`config.mk`:
```
export PLATFORM = sky130hd
export DESIGN_NAME = rtr_read_ctl
export DESIGN_NICKNAME = d
export VERILOG_FILES = /design/src/rtl/rtr_pkg.sv /design/src/rtl/rtr_rstmode.sv /design/src/rtl/rtr_rdptr.sv /design/src/rtl/rtr_outreg.sv /design/src/rtl/rtr_read_ctl.sv
export SDC_FILE = /design/constraint.sdc
export NUM_CORES = 1
export LEC_CHECK = 0
export BUFFER_PORTS_ARGS = -buffer_cell sky130_fd_sc_hd__clkbuf_2
export CORE_ASPECT_RATIO = 0.9
export CORE_MARGIN = 10
export CORE_UTILIZATION = 25
export DETAILED_ROUTE_END_ITERATION = 8
export GPL_TIMING_DRIVEN = 0
export SYNTH_ARGS = -nofsm -noshare
export SYNTH_HDL_FRONTEND = slang
export SYNTH_SLANG_ARGS = --single-unit
```
`constraint.sdc`:
```
create_clock -name clk -period 3.24 [get_ports clk]
set_input_delay 0 -clock clk [delete_from_list [all_inputs] [get_ports clk]]
set_output_delay 0 -clock clk [all_outputs]
set_load 0.02 [all_outputs]
```
`src/rtl/rtr_pkg.sv`:
```
package rtr_pkg;
  typedef enum logic {
    LAT_ZERO   = 1'b0,
    LAT_NORMAL = 1'b1
  } rt_lat_e;
endpackage

```
`src/rtl/rtr_rstmode.sv`:
```
module rtr_rstmode
  import rtr_pkg::*;
(
  input  logic clk,
  input  logic rst_n,
  input  logic mode_pin,
  output logic rst_sync_n,
  output logic zero_lat
);
  logic    sync1_q, sync2_q;
  rt_lat_e mode_q, mode_d;

  // async assert, synchronous release
  always_ff @(posedge clk or negedge rst_n) begin
    if (!rst_n) begin
      sync1_q <= 1'b0;
      sync2_q <= 1'b0;
    end else begin
      sync1_q <= 1'b1;
      sync2_q <= sync1_q;
    end
  end

  assign rst_sync_n = sync2_q;

  // mode captured only while internal reset is active
  always_comb begin
    mode_d = mode_q;
    if (!sync2_q) mode_d = rt_lat_e'(mode_pin);
  end

  always_ff @(posedge clk) begin
    mode_q <= mode_d;
  end

  assign zero_lat = (mode_q == LAT_ZERO);

  assert_mode_hold_R4: assert property (@(posedge clk) disable iff (!rst_n)
    (sync2_q && $past(sync2_q)) |-> $stable(mode_q))
    else $error("retransmit mode changed outside reset");
endmodule

```
`src/rtl/rtr_rdptr.sv`:
```
module rtr_rdptr #(
  parameter int AW = 4
) (
  input  logic          clk,
  input  logic          rst_n,
  input  logic          rst_sync_n,
  input  logic          zero_lat,
  input  logic          rd_en,
  input  logic          rewind_n,
  input  logic [AW:0]   wr_ptr,
  output logic [AW-1:0] raddr,
  output logic          load,
  output logic [AW:0]   avail
);
  localparam int PW    = AW + 1;
  localparam int DEPTH = 1 << AW;

  logic [PW-1:0] rd_q, rd_d;
  logic          rewind;

  assign rewind = !rewind_n;
  assign avail  = wr_ptr - rd_q;

  always_comb begin
    rd_d  = rd_q;
    load  = 1'b0;
    raddr = rd_q[AW-1:0];
    if (rewind) begin
      raddr = '0;
      if (zero_lat && (wr_ptr != '0)) begin
        load = 1'b1;
        rd_d = PW'(1);
      end else begin
        rd_d = '0;
      end
    end else if (rd_en && (avail != '0)) begin
      load = 1'b1;
      rd_d = rd_q + PW'(1);
    end
  end

  always_ff @(posedge clk or negedge rst_n) begin
    if (!rst_n)           rd_q <= '0;
    else if (!rst_sync_n) rd_q <= '0;
    else                  rd_q <= rd_d;
  end

  assert_ptr_bound_R3: assert property (@(posedge clk) disable iff (!rst_n)
    avail <= PW'(DEPTH))
    else $error("read pointer passed write pointer");

  assert_rewind_normal_R7: assert property (@(posedge clk) disable iff (!rst_n)
    (rst_sync_n && rewind && !zero_lat) |=> (rd_q == '0))
    else $error("normal rewind did not reach location 0");

  assert_rewind_zero_R6: assert property (@(posedge clk) disable iff (!rst_n)
    (rst_sync_n && rewind && zero_lat && (wr_ptr != '0)) |=> (rd_q == PW'(1)))
    else $error("zero-latency rewind did not step past location 0");
endmodule

```
`src/rtl/rtr_outreg.sv`:
```
module rtr_outreg #(
  parameter int W = 8
) (
  input  logic         clk,
  input  logic         rst_n,
  input  logic         rst_sync_n,
  input  logic         load,
  input  logic [W-1:0] din,
  output logic [W-1:0] dout,
  output logic         vld
);
  logic [W-1:0] dat_q, dat_d;
  logic         vld_q, vld_d;

  always_comb begin
    dat_d = dat_q;
    vld_d = load;
    if (load) dat_d = din;
  end

  always_ff @(posedge clk or negedge rst_n) begin
    if (!rst_n) begin
      dat_q <= '0;
      vld_q <= 1'b0;
    end else if (!rst_sync_n) begin
      dat_q <= '0;
      vld_q <= 1'b0;
    end else begin
      dat_q <= dat_d;
      vld_q <= vld_d;
    end
  end

  assign dout = dat_q;
  assign vld  = vld_q;

  assert_hold_when_idle_R3: assert property (@(posedge clk) disable iff (!rst_n)
    (rst_sync_n && !load) |=> ($stable(dat_q) && !vld_q))
    else $error("output register moved without a load");
endmodule

```
`src/rtl/rtr_read_ctl.sv`:
```
module rtr_read_ctl #(
  parameter int W  = 8,
  parameter int AW = 4
) (
  input  logic          clk,
  input  logic          rst_n,
  input  logic          rt_normal_sel,
  input  logic          rd_en,
  input  logic          rewind_n,
  input  logic [AW:0]   wr_ptr,
  output logic [AW-1:0] mem_raddr,
  input  logic [W-1:0]  mem_rdata,
  output logic [W-1:0]  dout,
  output logic          dout_vld,
  output logic [AW:0]   avail_cnt
);
  logic rst_sync_n;
  logic zero_lat;
  logic load;

  rtr_rstmode u_rstmode (
    .clk        (clk),
    .rst_n      (rst_n),
    .mode_pin   (rt_normal_sel),
    .rst_sync_n (rst_sync_n),
    .zero_lat   (zero_lat)
  );

  rtr_rdptr #(.AW(AW)) u_rdptr (
    .clk        (clk),
    .rst_n      (rst_n),
    .rst_sync_n (rst_sync_n),
    .zero_lat   (zero_lat),
    .rd_en      (rd_en),
    .rewind_n   (rewind_n),
    .wr_ptr     (wr_ptr),
    .raddr      (mem_raddr),
    .load       (load),
    .avail      (avail_cnt)
  );

  rtr_outreg #(.W(W)) u_outreg (
    .clk        (clk),
    .rst_n      (rst_n),
    .rst_sync_n (rst_sync_n),
    .load       (load),
    .din        (mem_rdata),
    .dout       (dout),
    .vld        (dout_vld)
  );

  assert_vld_cause_R2: assert property (@(posedge clk) disable iff (!rst_n)
    dout_vld |-> $past(rd_en || !rewind_n))
    else $error("valid without a read or rewind request");

  assert_rewind_addr_R5: assert property (@(posedge clk) disable iff (!rst_n)
    !rewind_n |-> (mem_raddr == '0))
    else $error("rewind does not address location 0");

  assert_empty_read_R3: assert property (@(posedge clk) disable iff (!rst_n)
    (rst_sync_n && rd_en && rewind_n && (avail_cnt == '0)) |=> (!dout_vld && $stable(dout)))
    else $error("read accepted with nothing available");

  assert_rewind_wins_R8: assert property (@(posedge clk) disable iff (!rst_n)
    (rst_sync_n && !rewind_n && rd_en && !zero_lat) |=> !dout_vld)
    else $error("read not overridden by normal rewind");
endmodule

```
==> results of run 1 <==
-- placed cells by master, fill, tap and decap left out, types with 2 or more instances in the layout --
master and instances:
dlygate4sd3_1 6, inv_1 8, nor2_1 15, ha_1 5, clkbuf_8 3, xnor2_1 3
xor2_1 2, nand2_1 2, a21oi_1 5, mux2i_1 9, o21ai_0 3, dfrtp_1 16
clkbuf_2 35, and2_1 2, or3_1 3
-- final timing paths --
| check | startpoint | to | slack [ns] | depth (start not counted) |
|---|---|---|---|---|
| max in group asynchronous | rst_n | u_rdptr.rd_q[2]$_DFFE_PN0P_ | 2.74 | 2 |
| worst min register to register | u_rstmode.sync1_q$_DFF_PN0_ | u_rstmode.rst_sync_n$_DFF_PN0_ | 0.37 | 0 |
| worst max-delay path | u_rdptr.rd_q[0]$_DFFE_PN0P_ | u_outreg.dout[7]$_DFFE_PN0P_ | 0.70 | 9 |
| min in group asynchronous | rst_n | u_outreg.dout[7]$_DFFE_PN0P_ | 0.21 | 2 |
| worst max register to register | u_rdptr.rd_q[0]$_DFFE_PN0P_ | u_outreg.dout[7]$_DFFE_PN0P_ | 0.70 | 9 |
| worst min-delay path | mem_rdata[3] | u_outreg.dout[3]$_DFFE_PN0P_ | 0.005 | 3 |
-- cells by family after synthesis --
kind of cell,synth area share [%]
other,0.3964
multiplexers,10.71
XOR/XNOR,6.351
buffers and inverters,4.762
AND/OR/NAND/NOR,14.02
flip-flops,45.50
AO/OA/AOI/OAI,9.523
adder cells (fa/ha/maj),8.730
-- worst reg2reg max path: stages, from the launching register on --
cell and delay [ns]:
dfrtp_1 0.44, ha_1 0.26, fa_1 0.42, nand2b_1 0.16
a21oi_1 0.15, xnor2_1 0.18, o41a_1 0.43, buf_6 0.16
mux2i_1 0.16, nor2_1 0.06
-- sequential cells by signal, indices dropped and copies added, names as in the netlist --
| name | count |
|---|---|
| u_outreg.dout | 8 |
| u_outreg.vld | 1 |
| u_rdptr.rd_q | 5 |
| u_rstmode.mode_q | 1 |
| u_rstmode.rst_sync_n | 1 |
| u_rstmode.sync1_q | 1 |
-- what timing repair did --
item	in CTS	in global routing
hold buffers	6	0
setup buffers	0	0
setup endpoints to repair	0	0
gates resized for setup	0	0
hold endpoints to repair	21	0
-- layout make-up --
type                    count  area (sq um)  area share, %
plain buffers               1         11.26         0.8772
clock buffers               4         45.04          3.509
inverters                   9         33.78          2.632
multi-input cells          62         470.5          36.65
flip-flops and latches     17         430.4          33.53
well taps                  46         57.56          4.483
repair buffers             41         235.2          18.32
-- power by group through the flow --
| stage | logic [mW] | clock network, mW | registers, mW |
|---|---|---|---|
| 3_3_place_gp | 0.118 | 0 | 0.236 |
| 6_report | 0.127 | 0.153 | 0.233 |
| 2_1_floorplan | 0.0671 | 0 | 0.245 |
| 3_5_place_dp | 0.123 | 0 | 0.237 |
| 4_1_cts | 0.129 | 0.160 | 0.233 |
| 5_1_grt | 0.140 | 0.176 | 0.235 |
-- per-layer routing --
| metal | part of all wire (%) | global-route usage (%) | up-vias |
|---|---|---|---|
| met1 | 45 | 8.846 | 355 |
| met2 | 42 | 12.07 | 35 |
| li1 | - | - | 391 |
| met3 | 12 | 4.438 | 2 |
| met5 | 0 | 0 | - |
| met4 | 0.56 | 1.974 | 0 |
==> metrics.md, run 1 <==
| Metric | Value |
|---|---|
| Status | completed |
| Critical-path cell list | ha_1 -> fa_1 -> nand2b_1 -> a21oi_1 -> xnor2_1 -> o41a_1 -> buf_6 -> mux2i_1 -> nor2_1 |
| Final setup viols | 0 |
| Number of global-route vias before repair | just over 900 |
| CP endpoint kind | flip-flop |
| Tmin final | 2.536 ns |
| Maximum Capacitance Violations | 0 |
| Fin worst setup slack | just over 0.7 ns |
| Cell Area, Synth | ~950 sq um |
| Placement Cell Area | between 1000 and 1500 sq um |
| Initial antenna violation count | 0 |
| Pwr/cell area | about 400 nW/um^2 |
| Sw frac | approximately 29% |
| Area contributors post-synth | dfrtp_1 42%, mux2i_1 9.5%, ha_1 6.6% |
| GP Congestion | roughly 0.85 |
| Sequential Power Share | between 40 and 50% |
| Sum of negative setup slack | 0 ns |
| Clk slew on worst S/H paths | 0.06 ns |
| Crit path launch type | flip-flop |
| Crit-path leading delay family | adder cells |
| Cell count after placement | 170 |
| Total of fill cells in the finished design | roughly 370 |
| H-tree levels | 1 |
| DIE AREA | around 6600 sq um |
| WP buf/inv | 1 |
| Post-route cell area | approximately 1300 sq um |
| CTS tree | done |
| Synth top area share | 42.33% |
| Crit share post-route | between 70% and 80% |
| Grt ovf | 0 |
| Flops & latches, synth | 17 |
| CTS Buffer Depth | 2 |
| CP peak stage delay | between 0.4 and 0.5 ns |
| Vias | between 700 and 800 |
| RSZ-0062 raised after global routing | false |
| Final routed DRC violation total | 0 |
| Core Util, Final | between 30% and 40% |
| LEAKAGE | ~0.65 nW |
| Layout cell share with drive strength beyond 1 | approximately 33% |
| Port Buffers | 35 |
| Top cell type by total area after synthesis | dfrtp_1 |
| CP max-delay cell | dfrtp_1 |
| Final hold vios | 0 |
| Skew-Pair Late Insertion Delay | 0.25 ns |
| Iter 0 DRT Violations | 35 |
| Initial Util | about 26% |
| Boundary pin count | 36 |
| Crit-path max FO | 9 |
| Mapped Cells | 89 |
| Layout Area Growth over Synthesis | 35.71% |
| Clock share of power | about 30% |
| Finished Layout Cells | 180 |
| Most numerous cell in the Yosys netlist | dfrtp_1 |
| NumNets Final | around 160 |
| Syn. warnings | 0 |
| WL final | 2502 microns |
| ANT nets after route | 0 |
| Dpl hpwl | approximately 2100 microns |
| Max Clock Skew | ~0.0039 ns |
| Hold Slack | between 0.005 and 0.006 ns |
| Standard-cell rows | 21 |
| Most frequent cells after synthesis | 16 x dfrtp_1, 15 x nor2_1, 9 x mux2i_1 |
| Largest net degree at the start of global routing | 17 |
| Syn Nets | roughly 110 |
| VDD IR max | approximately 0.17 mV |
| Worst hold path class | primary input to flip-flop |
| Fin. max-slew vios | 0 |
| Rel. slew slack | about two thirds |
| Pre-CTS WS | about 0.68 ns |
| Switch Pwr | about 0.15 mW |
| Die Ht | 78.36 microns |
| Ys async rst share | 94.12% |
| Gate power share | between 20% and 30% |
| Sequential fraction of the synthesis area | 45.50% |
| Pint | 0.3645 mW |
| Antenna cells | 0 |
| Number of detailed-route iterations in the first pass | 2 |
| Via density | between 4 and 5 |
| CTS sink cnt | 17 |
| Wirelength per Cell | roughly 14 microns |
| Die X | 84.84 microns |
| WP data arrival | around 2.7 ns |
| Fmax | around 390 MHz |
| Root Buffer | clkbuf_8 |
| GRT Overall Usage | 7.710% |
| CTS buffer count | 3 |
| Design Power | between 0.5 and 0.6 mW |
| Core area | approximately 3700 sq um |
| Worst-margin pin slew | about 0.50 ns |
| Worst EP required | 3.37 ns |
| First-pass GRT wire length | between 4000 and 5000 microns |
| Mapped Avg Cell Area | 10.63 sq um |
| Post-synth EDFFs | 1 |
| Number of distinct library cells after synthesis | 28 |
| Crit path kind | flip-flop to flip-flop |
| Ys flop type | dfrtp_1 |
Power figures use the tool's default switching activity.
==> run 2, diff against run 1 <==
==> constraint.sdc (replaced) <==
create_clock -name clk -period 2.1 [get_ports clk]
set_input_delay 0 -clock clk [delete_from_list [all_inputs] [get_ports clk]]
set_output_delay 0 -clock clk [all_outputs]
set_load 0.02 [all_outputs]
==> metrics.md, run 2 (same netlist as run 1, synthesis figures left out) <==
| Metric | Value |
|---|---|
| CP startpoint | u_rdptr.rd_q[0]$_DFFE_PN0P_ (unchanged) |
| RSZ-0062 raised after global routing | true (was false) |
| Crit share post-route | 113.5% (was 78.27%) |
| Maximum Capacitance Violations | 0 (unchanged) |
| GP Congestion | 0.8534 (was 0.8500) |
| Largest register FFs | 8 (unchanged) |
| Dpl hpwl | 2021 microns (was 2060 microns) |
| LEAKAGE | 0.6964 nW (was 0.6498 nW) |
| WHS Path Cells | 3 (unchanged) |
| Pre-CTS WS | -0.3571 ns (was 0.6813 ns) |
| CTS tree | done (unchanged) |
| CTS buffer count | 3 (unchanged) |
| Via density | 4.427 (was 4.350) |
| Final routed DRC violation total | 0 (unchanged) |
| Skew-Pair Late Insertion Delay | 0.24 ns (was 0.25 ns) |
| CP endpoint kind | flip-flop (unchanged) |
| Worst EP required | 2.23 ns (was 3.37 ns) |
| Core area | 3679 sq um (unchanged) |
| CTS Buffer Depth | 2 (unchanged) |
| Die Ht | 78.36 microns (unchanged) |
| R2R depth | 8 (was 9) |
| Crit-path max FO | 3 (was 9) |
| Post-route cell area | 1441 sq um (was 1284 sq um) |
| VDD IR max | 0.3174 mV (was 0.1690 mV) |
| ANT nets after route | 0 (unchanged) |
| Final setup viols | 14 (was 0) |
| Final hold vios | 0 (unchanged) |
| Total of fill cells in the finished design | 371 (was 365) |
| Antenna cells | 0 (unchanged) |
| Hold Slack | 0.009500 ns (was 0.005225 ns) |
| Initial antenna violation count | 0 (unchanged) |
| Boundary pin count | 36 (unchanged) |
| Wirelength per Cell | 14.10 microns (was 13.90 microns) |
| Iter 0 DRT Violations | 39 (was 35) |
| Number of detailed-route iterations in the first pass | 2 (unchanged) |
| Crit path launch type | flip-flop (unchanged) |
| Design Power | 0.8463 mW (was 0.5127 mW) |
| Placement Cell Area | 1244 sq um (was 1179 sq um) |
| Failing checks | setup timing |
| Initial Util | 25.71% (unchanged) |
| Sink of the worst hold path | u_outreg.dout[3]$_DFFE_PN0P_ (unchanged) |
| Most frequent cells in the layout | 34 x clkbuf_2, 15 x nor2_1, 14 x dfrtp_1 (was 35 x clkbuf_2, 16 x dfrtp_1, 15 x nor2_1) |
| Commonest non-fill, non-tap cell in the layout | clkbuf_2 (unchanged) |
| WL final | 2609 microns (was 2502 microns) |
| Pwr/cell area | 587.1 nW/um^2 (was 399.4 nW/um^2) |
| Hold path startpoint | mem_rdata[3] (unchanged) |
| H-tree levels | 1 (unchanged) |
| Number of global-route vias before repair | 896 (was 914) |
| Root Buffer | clkbuf_8 (unchanged) |
| Fin. max-slew vios | 0 (unchanged) |
| Worst reg2reg endpoint | u_rdptr.rd_q[1]$_DFFE_PN0P_ (was u_outreg.dout[7]$_DFFE_PN0P_) |
| Clk slew on worst S/H paths | 0.06 ns (about the same) |
| Worst r2r src | u_rdptr.rd_q[0]$_DFFE_PN0P_ (unchanged) |
| Grt ovf | 0 (unchanged) |
| Port Buffers | 35 (unchanged) |
| Standard-cell rows | 21 (unchanged) |
| Vias | 819 (was 783) |
| Worst hold path class | primary input to flip-flop (unchanged) |
| First-pass GRT wire length | 4133 microns (was 4243 microns) |
| Layout Area Growth over Synthesis | 52.38% (was 35.71%) |
| Status | finished with violations (was completed) |
| R2R Setup Slk | -0.28 ns (was 0.70 ns) |
| Die X | 84.84 microns (unchanged) |
| Tmin final | 2.384 ns (was 2.536 ns) |
| Max Clock Skew | 0.004131 ns (was 0.003885 ns) |
| Layout cell share with drive strength beyond 1 | 46.04% (was 32.84%) |
| WP data arrival | 2.51 ns (was 2.67 ns) |
| Fin worst setup slack | -0.2844 ns (was 0.7041 ns) |
| Fmax | 419.4 MHz (was 394.3 MHz) |
| CTS sink cnt | 17 (unchanged) |
| GRT Overall Usage | 7.307% (was 7.710%) |
| Largest net degree at the start of global routing | 17 (unchanged) |
| Sum of negative setup slack | -3.372 ns (was 0 ns) |
| Crit path kind | flip-flop to flip-flop (unchanged) |
| NumNets Final | 164 (was 159) |
| DIE AREA | 6648 sq um (unchanged) |
==> run 2: worst max-delay path by stage <==
stage                     slack, ns                            to  cells past startpoint
after floorplan               -0.27  u_outreg.dout[0]$_DFFE_PN0P_                      8
after global placement        -0.33  u_outreg.dout[6]$_DFFE_PN0P_                      8
after detailed placement      -0.36  u_outreg.dout[0]$_DFFE_PN0P_                      8
after CTS                     -0.30  u_outreg.dout[3]$_DFFE_PN0P_                      8
after global routing          -0.37  u_outreg.dout[7]$_DFFE_PN0P_                      8
final                         -0.28   u_rdptr.rd_q[1]$_DFFE_PN0P_                      8
==> run 2: metal layers <==
layer	up-vias	GRT usage [%]	routed length, microns
met5	-	0	0
met4	0	1.974	0
met3	0	2.993	228
met2	33	11.01	1153
met1	384	9.384	1227
li1	402	-	-
==> run 2: power breakdown <==
part / internal [mW] / switching (mW)
Combinational: 0.115 / 0.138
Sequential: 0.348 / 0.0112
Clock: 0.134 / 0.100
Total: 0.597 / 0.250
==> run 2: cell type report <==
cell class                      count  area, sq um  share of cell area [%]
Multi-Input combinational cell     62        583.1                   40.45
Buffer                              1        11.26                  0.7813
Timing Repair Buffer               46        277.8                   19.27
Inverter                            9        33.78                   2.344
Sequential cell                    17        432.9                   30.03
Clock buffer                        4        45.04                   3.125
Tap cell                           46        57.56                   3.993
==> run 2: through the flow <==
stage,utilization [%],std cells
after floorplan,-,89
final,39.18,185
after CTS,37.31,182
after detailed placement,33.81,170
after global routing,39.18,185
after global placement,33.81,170
==> run 2: worst max-delay path, cell delays in order, from the launching register on <==
cell and delay (ns):
dfrtp_2 0.42, ha_4 0.17, fa_2 0.52, inv_2 0.04
or3_4 0.40, buf_4 0.17, o31ai_4 0.28, mux2i_1 0.22
nor2_1 0.05
==> run 2: what timing repair did <==
action	CTS	global route
endpoints found under the hold margin	19	0
gates resized for setup	4	10
endpoints found under the setup margin	14	15
pin swaps	2	6
setup buffers	4	4
hold buffers	4	0
